**src/rtl/nbr_blend_pkg.sv**
```systemverilog
package nbr_blend_pkg;

  typedef enum logic [1:0] {ST_IDLE, ST_SEND, ST_RECV, ST_MERGE} xchg_state_e;

  // index of the highest set bit, 0 for inputs 0 and 1
  function automatic logic [2:0] msb_pos(input logic [7:0] v);
    logic [2:0] p;
    p = '0;
    for (int i = 0; i < 8; i++) begin
      if (v[i]) p = 3'(i);
    end
    return p;
  endfunction

endpackage

```
**src/rtl/nbr_tx.sv**
```systemverilog
module nbr_tx #(
  parameter int N   = 4,
  parameter int NBR = 4,
  parameter int PW  = 8,
  parameter int CW  = 5
) (
  input  logic              clk_i,
  input  logic              rst_ni,
  input  logic              active_i,
  input  logic [N*PW-1:0]   loc_vec_i,
  input  logic [CW-1:0]     loc_conf_i,
  input  logic [NBR-1:0]    ready_i,
  output logic [PW-1:0]     data_o,
  output logic [NBR-1:0]    valid_o,
  output logic              done_o
);
  localparam int IW = $clog2(N + 1);

  logic [IW-1:0]  idx_q;
  logic [NBR-1:0] taken_q, taken_nxt;
  logic           all_acc;

  assign valid_o   = active_i ? ~taken_q : '0;
  assign taken_nxt = taken_q | (valid_o & ready_i);
  assign all_acc   = &taken_nxt;
  assign done_o    = active_i && all_acc && (idx_q == IW'(N));

  always_comb begin
    data_o = PW'(loc_conf_i);
    for (int i = 0; i < N; i++) begin
      if (idx_q == IW'(i)) data_o = loc_vec_i[i*PW +: PW];
    end
  end

  always_ff @(posedge clk_i or negedge rst_ni) begin
    if (!rst_ni) begin
      idx_q   <= '0;
      taken_q <= '0;
    end else if (!active_i) begin
      idx_q   <= '0;
      taken_q <= '0;
    end else if (all_acc) begin
      taken_q <= '0;
      idx_q   <= done_o ? '0 : idx_q + 1'b1;
    end else begin
      taken_q <= taken_nxt;
    end
  end

  for (genvar j = 0; j < NBR; j++) begin : g_hold
    assert_hold_R1: assert property (@(posedge clk_i) disable iff (!rst_ni)
      valid_o[j] && !ready_i[j] |=> valid_o[j] && $stable(data_o));
  end

endmodule

```
**src/rtl/nbr_rx.sv**
```systemverilog
module nbr_rx #(
  parameter int N  = 4,
  parameter int PW = 8,
  parameter int CW = 5
) (
  input  logic            clk_i,
  input  logic            rst_ni,
  input  logic            clear_i,
  input  logic            active_i,
  input  logic            valid_i,
  input  logic [PW-1:0]   data_i,
  output logic            ready_o,
  output logic [N*PW-1:0] vec_o,
  output logic [CW-1:0]   conf_o,
  output logic            full_o
);
  localparam int CNTW = $clog2(N + 2);

  logic [CNTW-1:0]         cnt_q;
  logic [N-1:0][PW-1:0]    vec_q;
  logic [CW-1:0]           conf_q;

  assign ready_o = active_i && (cnt_q < CNTW'(N + 1));
  assign full_o  = (cnt_q == CNTW'(N + 1));
  assign vec_o   = vec_q;
  assign conf_o  = conf_q;

  always_ff @(posedge clk_i or negedge rst_ni) begin
    if (!rst_ni) begin
      cnt_q  <= '0;
      vec_q  <= '0;
      conf_q <= '0;
    end else if (clear_i) begin
      cnt_q <= '0;
    end else if (ready_o && valid_i) begin
      cnt_q <= cnt_q + 1'b1;
      if (cnt_q == CNTW'(N)) conf_q <= data_i[CW-1:0];
      for (int i = 0; i < N; i++) begin
        if (cnt_q == CNTW'(i)) vec_q[i] <= data_i;
      end
    end
  end

  assert_fill_R3: assert property (@(posedge clk_i) disable iff (!rst_ni)
    full_o && !clear_i |=> full_o && !ready_o);

endmodule

```
**src/rtl/nbr_merge.sv**
```systemverilog
module nbr_merge
  import nbr_blend_pkg::*;
#(
  parameter int N   = 4,
  parameter int NBR = 4,
  parameter int PW  = 8,
  parameter int CW  = 5
) (
  input  logic [N*PW-1:0]     loc_vec_i,
  input  logic [NBR*N*PW-1:0] nb_vec_i,
  input  logic [NBR*CW-1:0]   nb_conf_i,
  output logic [N*PW-1:0]     vec_o,
  output logic                any_o
);
  logic [CW-1:0]   best_conf;
  logic [N*PW-1:0] chosen;
  logic [2:0]      k;

  // strict compare: ties keep the lower link, zero never wins
  always_comb begin
    best_conf = '0;
    chosen    = loc_vec_i;
    for (int j = 0; j < NBR; j++) begin
      if (nb_conf_i[j*CW +: CW] > best_conf) begin
        best_conf = nb_conf_i[j*CW +: CW];
        chosen    = nb_vec_i[j*N*PW +: N*PW];
      end
    end
  end

  assign any_o = (best_conf != '0);
  assign k     = msb_pos(8'(best_conf));

  for (genvar e = 0; e < N; e++) begin : g_ent
    logic [PW-1:0] l, x;
    logic [PW:0]   sum;
    assign l = loc_vec_i[e*PW +: PW];
    assign x = chosen[e*PW +: PW];
    always_comb begin
      sum = {1'b0, l >> k} + {1'b0, x - (x >> k)};
      vec_o[e*PW +: PW] = any_o ? sum[PW-1:0] : l;
      assert_no_overflow_R6: assert (!(any_o && sum[PW]));
    end
  end

endmodule

```
**src/rtl/nbr_blend.sv**
```systemverilog
module nbr_blend
  import nbr_blend_pkg::*;
#(
  parameter int N   = 4,
  parameter int NBR = 4,
  parameter int PW  = 8,
  parameter int CW  = 5
) (
  input  logic                clk_i,
  input  logic                rst_ni,
  input  logic                start_i,
  input  logic [N*PW-1:0]     loc_vec_i,
  input  logic [CW-1:0]       loc_conf_i,
  output logic [PW-1:0]       tx_data_o,
  output logic [NBR-1:0]      tx_valid_o,
  input  logic [NBR-1:0]      tx_ready_i,
  input  logic [NBR*PW-1:0]   rx_data_i,
  input  logic [NBR-1:0]      rx_valid_i,
  output logic [NBR-1:0]      rx_ready_o,
  output logic [N*PW-1:0]     vec_o,
  output logic                done_o
);
  xchg_state_e         state_q;
  logic [N*PW-1:0]     loc_vec_q;
  logic [CW-1:0]       loc_conf_q;
  logic                tx_active, rx_active, rx_clear, tx_done;
  logic [NBR-1:0]      rx_full;
  logic [NBR*N*PW-1:0] nb_vec;
  logic [NBR*CW-1:0]   nb_conf;
  logic [N*PW-1:0]     mrg_vec;
  logic                mrg_any;

  assign tx_active = (state_q == ST_SEND);
  assign rx_active = (state_q == ST_SEND) || (state_q == ST_RECV);
  assign rx_clear  = (state_q == ST_IDLE) && start_i;

  nbr_tx #(.N(N), .NBR(NBR), .PW(PW), .CW(CW)) u_tx (
    .clk_i, .rst_ni,
    .active_i  (tx_active),
    .loc_vec_i (loc_vec_q),
    .loc_conf_i(loc_conf_q),
    .ready_i   (tx_ready_i),
    .data_o    (tx_data_o),
    .valid_o   (tx_valid_o),
    .done_o    (tx_done)
  );

  for (genvar j = 0; j < NBR; j++) begin : g_rx
    nbr_rx #(.N(N), .PW(PW), .CW(CW)) u_rx (
      .clk_i, .rst_ni,
      .clear_i (rx_clear),
      .active_i(rx_active),
      .valid_i (rx_valid_i[j]),
      .data_i  (rx_data_i[j*PW +: PW]),
      .ready_o (rx_ready_o[j]),
      .vec_o   (nb_vec[j*N*PW +: N*PW]),
      .conf_o  (nb_conf[j*CW +: CW]),
      .full_o  (rx_full[j])
    );
  end

  nbr_merge #(.N(N), .NBR(NBR), .PW(PW), .CW(CW)) u_merge (
    .loc_vec_i(loc_vec_q),
    .nb_vec_i (nb_vec),
    .nb_conf_i(nb_conf),
    .vec_o    (mrg_vec),
    .any_o    (mrg_any)
  );

  always_ff @(posedge clk_i or negedge rst_ni) begin
    if (!rst_ni) begin
      state_q    <= ST_IDLE;
      loc_vec_q  <= '0;
      loc_conf_q <= '0;
      vec_o      <= '0;
      done_o     <= 1'b0;
    end else begin
      done_o <= 1'b0;
      unique case (state_q)
        ST_IDLE: if (start_i) begin
          loc_vec_q  <= loc_vec_i;
          loc_conf_q <= loc_conf_i;
          state_q    <= ST_SEND;
        end
        ST_SEND:  if (tx_done) state_q <= ST_RECV;
        ST_RECV:  if (&rx_full) state_q <= ST_MERGE;
        ST_MERGE: begin
          vec_o   <= mrg_vec;
          done_o  <= 1'b1;
          state_q <= ST_IDLE;
        end
        default: state_q <= ST_IDLE;
      endcase
    end
  end

  assert_done_pulse_R8: assert property (@(posedge clk_i) disable iff (!rst_ni)
    done_o |=> !done_o);
  assert_tx_quiet_R2: assert property (@(posedge clk_i) disable iff (!rst_ni)
    state_q != ST_SEND |-> tx_valid_o == '0);
  assert_rx_quiet_R3: assert property (@(posedge clk_i) disable iff (!rst_ni)
    (state_q == ST_IDLE || state_q == ST_MERGE) |-> rx_ready_o == '0);
  assert_keep_local_R7: assert property (@(posedge clk_i) disable iff (!rst_ni)
    state_q == ST_MERGE && !mrg_any |=> vec_o == $past(loc_vec_q));

endmodule

```
**config.mk**
```make
export PLATFORM = sky130hd
export DESIGN_NAME = nbr_blend
export DESIGN_NICKNAME = d
export VERILOG_FILES = /design/src/rtl/nbr_blend_pkg.sv /design/src/rtl/nbr_tx.sv /design/src/rtl/nbr_rx.sv /design/src/rtl/nbr_merge.sv /design/src/rtl/nbr_blend.sv
export SDC_FILE = /design/constraint.sdc
export NUM_CORES = 1
export LEC_CHECK = 0
export ABC_AREA = 1
export BUFFER_PORTS_ARGS = -buffer_cell sky130_fd_sc_hd__buf_2
export CAP_MARGIN = 20
export CORE_ASPECT_RATIO = 1.1
export CORE_MARGIN = 2
export CORE_UTILIZATION = 41
export DETAILED_ROUTE_END_ITERATION = 10
export GPL_TIMING_DRIVEN = 0
export SYNTH_ARGS = -nofsm -noshare
export SYNTH_HDL_FRONTEND = slang
export SYNTH_SLANG_ARGS = --single-unit
```
**constraint.sdc**
```tcl
create_clock -name clk_i -period 15.08 [get_ports clk_i]
set_input_delay 0.754 -clock clk_i [delete_from_list [all_inputs] [get_ports clk_i]]
set_output_delay 0.754 -clock clk_i [all_outputs]
set_load 0.01 [all_outputs]
```
==> results_dict.tcl, run 1 <==
set metrics [dict create \
    setup_viol 0 \
    detail_route.first_pass.iterations 5 \
    startpoint "g_rx[0].u_rx.conf_o[2]" \
    synth_area_sq_um 15100 \
    port_buffers 128 \
    max_slew_margin_pct 39.0 \
    design.core.area_sq_um 36300 \
    hold_violations 0 \
    cts_setup_buffers 0 \
    fp-row-count 73 \
    cts_max_level 1 \
    grt_max_degree 121 \
    synth_area_leaders "dfrtp_1 (39%), nand2_1 (13%), o21ai_0 (10%), ha_1 (6.4%), inv_1 (5.7%)" \
    worstPathMaxFanout 10 \
    timing.final.crit_share_pct 52.9 \
    final_util_pct 47.9 \
    cp_common_cell "nand2_1" \
    gp_congestion 0.971 \
    hp-class "primary input to async pin" \
    netlist_instances 2006 \
    drive_gt1_share_pct 11.4 \
    fmax_mhz 125 \
    tns_ns 0 \
    r2r_slack_ns 7.10 \
    fill_cells 3711 \
    tightestPinTransition_ns 0.915 \
    period_minus_slack_ns 7.98 \
    worst_r2r_path_depth 50 \
    cp-end-kind "flip-flop" \
    cap_viol_max_count 0 \
    ios 129 \
    ys_warn_count 0 \
    slew_viol_final 0 \
    synth_top_area_share_pct 39.5 \
    cp-start-kind "flip-flop" \
    wl_per_cell_microns 21.5 \
    grt_pass1_vias 14200 \
    ys_ff_latch 239 \
    numCtsBuffers 27 \
    clkTransAtPathRegs_ns 0.06 \
    seq_area_frac_synth_pct 39.5 \
    r2r-start "g_rx[0].u_rx.conf_o[2]" \
    synth_flop_cell "dfrtp_1" \
    criticalPathCategory "flip-flop to flip-flop" \
    critPathCapture "vec_o[23]" \
    die_x_microns 187 \
    synth.most_common_cell "nand2_1" \
    area_growth_pct 14.6 \
    hpwl_microns 44900 \
    fin_skew_ns 0.0155 \
    ant_nets 0 \
    drc 0 \
    vias_per_cell 5.45 \
    final_area_sq_um 17400 \
    hold_buffers 0 \
    dieArea_sq_um 38500 \
    outcome "finished clean" \
    synth_top_cell_by_area "dfrtp_1" \
    vias 14600 \
    synthTopCellsByCount "nand2_1 (539), o21ai_0 (306), dfrtp_1 (239)" \
    cts_buffer_depth 3 \
    place_area_sq_um 16400 \
    antenna_cells 0 \
    clock_latency_ns 0.58 \
    nNetsFinal 2349 \
    drt_iter0_markers 1400 \
    arrival_ns 8.44 \
    rsz0062_at_grt "false" \
    grtUsageTotal_pct 30.2 \
    die_h_microns 206 \
    cts.sink_count 239 \
    max_stage_delay_ns 0.60 \
    routed_wl_microns 57500 \
    grt_pass1_wl_microns 87100 \
    start_util_pct 41.8 \
    syn_area_per_cell_sq_um 7.55 \
    worstPathRequired_ns 15.53 \
    cts_tree "built" \
    regToRegEndpoint "vec_o[23]" \
    async_flop_share_pct 100 \
    synth_edf_count 0 \
    post_cts_resized 0 \
    grt_overflow 0 \
    slowest_stage "fa_1" \
    syn-num-nets 2191 \
    synth_cell_types 44 \
    antenna_found_initial 0 \
    cts-root-buf "clkbuf_16" \
]
-- routing by layer --
metal  track usage (%)  routed length, microns  up-vias
li1                  -                       -     6904
met1              39.5                   24200     6985
met2              49.5                   26100      553
met3              3.65                    3720      132
met4              16.2                    3450        0
met5                 0                       0        -
-- cell type report --
cell class / count / area [sq um] / share of cell area (%)
Sequential cell: 239 / 5980 / 34.5
Clock inverter: 14 / 170 / 0.980
Buffer: 102 / 505 / 2.91
Timing Repair Buffer: 129 / 678 / 3.91
Tap cell: 487 / 609 / 3.51
Clock buffer: 36 / 749 / 4.32
Multi-Input combinational cell: 1429 / 7780 / 44.8
Inverter: 236 / 886 / 5.10
-- per-stage QoR --
| step | hold slack (ns) | setup slack (ns) | instances |
|---|---|---|---|
| 5_1_grt | 0.352 | 6.44 | 2672 |
| 4_1_cts | 0.316 | 7.24 | 2672 |
| 6_report | 0.264 | 7.10 | 2672 |
| 3_5_place_dp | 0.462 | 7.28 | 2622 |
| 2_1_floorplan | 0.446 | 8.71 | 2006 |
| 3_3_place_gp | 0.459 | 7.28 | 2621 |
-- cell usage in the layout (no fill, tap or decap), drive strengths merged, types with 40 or more instances in the layout --
cell / count
buf: 182
nor2: 96
nand3: 64
o211ai: 40
a21oi: 89
clkbuf: 85
o21ai: 366
nand2: 549
inv: 236
ha: 77
dfrtp: 239
-- worst min-delay path by stage --
stage | cells after the start | endpoint | start | slack, ns
final | 1 | done_o | rst_ni | 0.26
after global routing | 1 | done_o | rst_ni | 0.35
after CTS | 1 | done_o | rst_ni | 0.32
after detailed placement | 2 | vec_o[15] | vec_o[15] | 0.46
after global placement | 2 | vec_o[30] | vec_o[30] | 0.46
after floorplan | 2 | g_rx[1].u_rx.vec_o[7] | g_rx[1].u_rx.vec_o[7] | 0.45
-- critical path, delay by kind of cell (launching register included) --
family | cells | cell delay [ns]
adders and majority gates | 5 | 1.74
xor gates and xnor gates | 1 | 0.25
AOI/OAI and AO/OA | 7 | 1.08
DFF | 1 | 0.40
buffers and inverters | 10 | 1.62
and+or+nand+nor | 27 | 2.75
-- sequential cells by signal, summed over array words and instances, names as in the netlist --
name / flops
g_rx.u_rx.vec_o: 128
loc_vec_q: 32
vec_o: 32
g_rx.u_rx.conf_o: 20
g_rx.u_rx.cnt_q: 12
loc_conf_q: 5
u_tx.taken_q: 4
u_tx.idx_q: 3
state_q: 2
done_o: 1
-- logic make-up after synthesis --
group / after synthesis / synth area share, %
xor+xnor: 22 / 1.27
flops: 239 / 39.5
compound gates: 556 / 20.0
simple gates: 746 / 20.0
fa+ha+maj: 105 / 10.1
buf+inv: 338 / 9.18
Power of run 1 is left out: the tool's default activity adds up to more than one toggle a clock period on the data nets, which glitch-free logic cannot reach.
==> inputs of run 2 (changes only) <==
--- a/config.mk
+++ b/config.mk
@@ -5,7 +5,7 @@
 export SDC_FILE = /design/constraint.sdc
 export NUM_CORES = 1
 export LEC_CHECK = 0
-export ABC_AREA = 1
+export ABC_AREA = 0
 export BUFFER_PORTS_ARGS = -buffer_cell sky130_fd_sc_hd__buf_2
 export CAP_MARGIN = 20
 export CORE_ASPECT_RATIO = 1.1
==> constraint.sdc (replaced) <==
create_clock -name clk_i -period 8.4 [get_ports clk_i]
set_input_delay 0.42 -clock clk_i [delete_from_list [all_inputs] [get_ports clk_i]]
set_output_delay 0.42 -clock clk_i [all_outputs]
set_load 0.01 [all_outputs]
==> results_dict.tcl, run 2 <==
set metrics [dict create \
    synth_top_area_share_pct 37.8 \
    drive_gt1_share_pct 27.6 \
    netlist_instances 1626 \
    top_register "g_rx.u_rx.vec_o" \
    syn-num-nets 1811 \
    drc 0 \
    port_buffers 128 \
    gp_congestion 0.948 \
    slowest_stage "fa_1" \
    worstPathRequired_ns 8.86 \
    max_slew_margin_pct 37.8 \
    seq_area_frac_synth_pct 37.8 \
    grtUsageTotal_pct 26.8 \
    cp-end-kind "flip-flop" \
    period_minus_slack_ns 8.12 \
    synthTopCellsByCount "dfrtp_1 (239), mux2_2 (186), nand2_1 (171)" \
    clkTransAtPathRegs_ns 0.06 \
    fmax_mhz 123 \
    hold_path.startpoint "loc_vec_i[28]" \
    grt_pass1_wl_microns 81500 \
    detail_route.first_pass.iterations 5 \
    cp-start-kind "flip-flop" \
    hold_violations 0 \
    cts_tree "built" \
    grt_max_degree 121 \
    die_x_microns 191 \
    arrival_ns 8.58 \
    synth.most_common_cell "dfrtp_1" \
    largestRegisters "g_rx.u_rx.vec_o: 128 flops, loc_vec_q: 32 flops, vec_o: 32 flops" \
    timing.final.crit_share_pct 96.7 \
    area_growth_pct 17.6 \
    start_util_pct 41.5 \
    drt_iter0_markers 1076 \
    cts-root-buf "clkbuf_16" \
    worstPathMaxFanout 10 \
    synth_cell_types 73 \
    ys_warn_count 0 \
    final_util_pct 48.8 \
    wl_per_cell_microns 23.4 \
    synth_edf_count 0 \
    async_flop_share_pct 100 \
    fp-row-count 75 \
    min_to "loc_vec_q[28]" \
    whs_path_depth 2 \
    vias 13500 \
    cts_buffer_depth 3 \
    design.core.area_sq_um 38100 \
    hp-class "primary input to flip-flop" \
    vias_per_cell 5.78 \
    dieArea_sq_um 40200 \
    die_h_microns 210 \
    hpwl_microns 41600 \
    cts.sink_count 239 \
    grt_pass1_vias 13600 \
    nNetsFinal 1990 \
    cp_common_cell "ha_1" \
    synth_area_sq_um 15800 \
    antenna_found_initial 1 \
    criticalPathCategory "flip-flop to flip-flop" \
    cts_max_level 1 \
    largest_register_ffs 128 \
    final_common_cell "dfrtp_1" \
    clock_latency_ns 0.57 \
    numCtsBuffers 27 \
    synth_top_cell_by_area "dfrtp_1" \
    synth_flop_cell "dfrtp_1" \
    cap_viol_max_count 0 \
    ios 129 \
    r2r-start "g_rx[0].u_rx.conf_o[0]" \
    final_area_sq_um 18600 \
    tns_ns 0 \
    worst_r2r_path_depth 36 \
    regToRegEndpoint "vec_o[23]" \
    synth_area_leaders "dfrtp_1 (38%), mux2_2 (13%), ha_1 (6.1%), mux2i_1 (4.5%), nand2_1 (4.1%)" \
    syn_area_per_cell_sq_um 9.73 \
    layout_common_cells "dfrtp_1 (236), mux2_2 (185), nand2_1 (170), buf_2 (134), nor2_1 (129)" \
    slew_viol_final 0 \
    fin_skew_ns 0.0175 \
    ant_nets 0 \
    outcome "finished clean" \
    fill_cells 3645 \
    routed_wl_microns 54500 \
    max_stage_delay_ns 0.52 \
    place_area_sq_um 17200 \
    grt_overflow 0 \
    setup_viol 0 \
    tightestPinTransition_ns 0.923 \
    whs_ns 0.0828 \
    ys_ff_latch 239 \
    r2r_slack_ns 0.28 \
]
## run 2: cell types whose count changed after synthesis, moves of 58 or more
cell     delta
mux2i_1    +71
o21ai_0   -246
mux2_2    +186
inv_1     -118
nand2_1   -368
o21ai_1    -58
## run 2: cell type report
type / instances / area, sq um / area share [%]
multi-input cells: 1178 / 9250 / 49.8
flip-flops and latches: 239 / 5980 / 32.2
repair buffers: 152 / 875 / 4.70
clock buffers: 40 / 774 / 4.17
well taps: 500 / 626 / 3.36
plain buffers: 96 / 561 / 3.01
inverters: 111 / 417 / 2.24
clock inverters: 10 / 98.8 / 0.532
diodes: 2 / 5.00 / 0.0269
## run 2: how the worst max path moves through the flow
stage	cells past startpoint	startpoint	endpoint
floorplan	37	g_rx[0].u_rx.conf_o[3]	vec_o[31]
finish	36	g_rx[0].u_rx.conf_o[0]	vec_o[23]
global placement	38	g_rx[0].u_rx.conf_o[3]	vec_o[7]
CTS	35	g_rx[0].u_rx.conf_o[2]	vec_o[7]
global route	35	g_rx[0].u_rx.conf_o[0]	vec_o[15]
detailed placement	37	g_rx[0].u_rx.conf_o[3]	vec_o[7]
## run 2: logic make-up (layout without fill, tap and decap cells)
kind of cell,after synthesis,count (layout),share of synthesized area (%)
and+or+nand+nor,414,414,11.4
AOI/OAI and AO/OA,361,361,15.4
muxes,262,262,18.2
DFF,239,239,37.8
buffers and inverters,209,409,5.51
adders and majority gates,105,105,9.64
xor gates and xnor gates,36,36,1.99
other,0,2,0
## run 2: worst max-delay path, delay by kind of cell (launching register included)
| kind | cells | cell delay [ns] |
|---|---|---|
| adders and majority gates | 5 | 1.79 |
| DFF | 1 | 0.44 |
| xor gates and xnor gates | 2 | 0.40 |
| buffers and inverters | 7 | 1.02 |
| muxes | 1 | 0.24 |
| AOI/OAI and AO/OA | 14 | 2.80 |
| and+or+nand+nor | 7 | 1.31 |
## run 2: layer usage
layer	routed length, microns	global-route usage (%)	vias up
li1	-	-	6135
met1	22400	34.2	6705
met2	26800	46.8	492
met3	3010	2.90	132
met4	2270	9.81	0
met5	0	0	-
## run 2: timing repair
| item | 4_1_cts | 5_1_grt |
|---|---|---|
| setup buffers | 7 | 12 |
| gates cloned | 0 | 1 |
| pin swaps | 5 | 12 |
| setup endpoints to repair | 32 | 8 |
| hold buffers | 1 | 0 |
| resized for setup | 62 | 93 |
| hold endpoints to repair | 62 | 0 |
## run 2: through the flow
stage               cells  setup WS (ns)
floorplan            1626          0.141
global placement     2254          -2.07
detailed placement   2257          -2.15
CTS                  2313         0.0154
global route         2327        -0.0500
finish               2328          0.278
Power of run 2 is left out for the same reason.
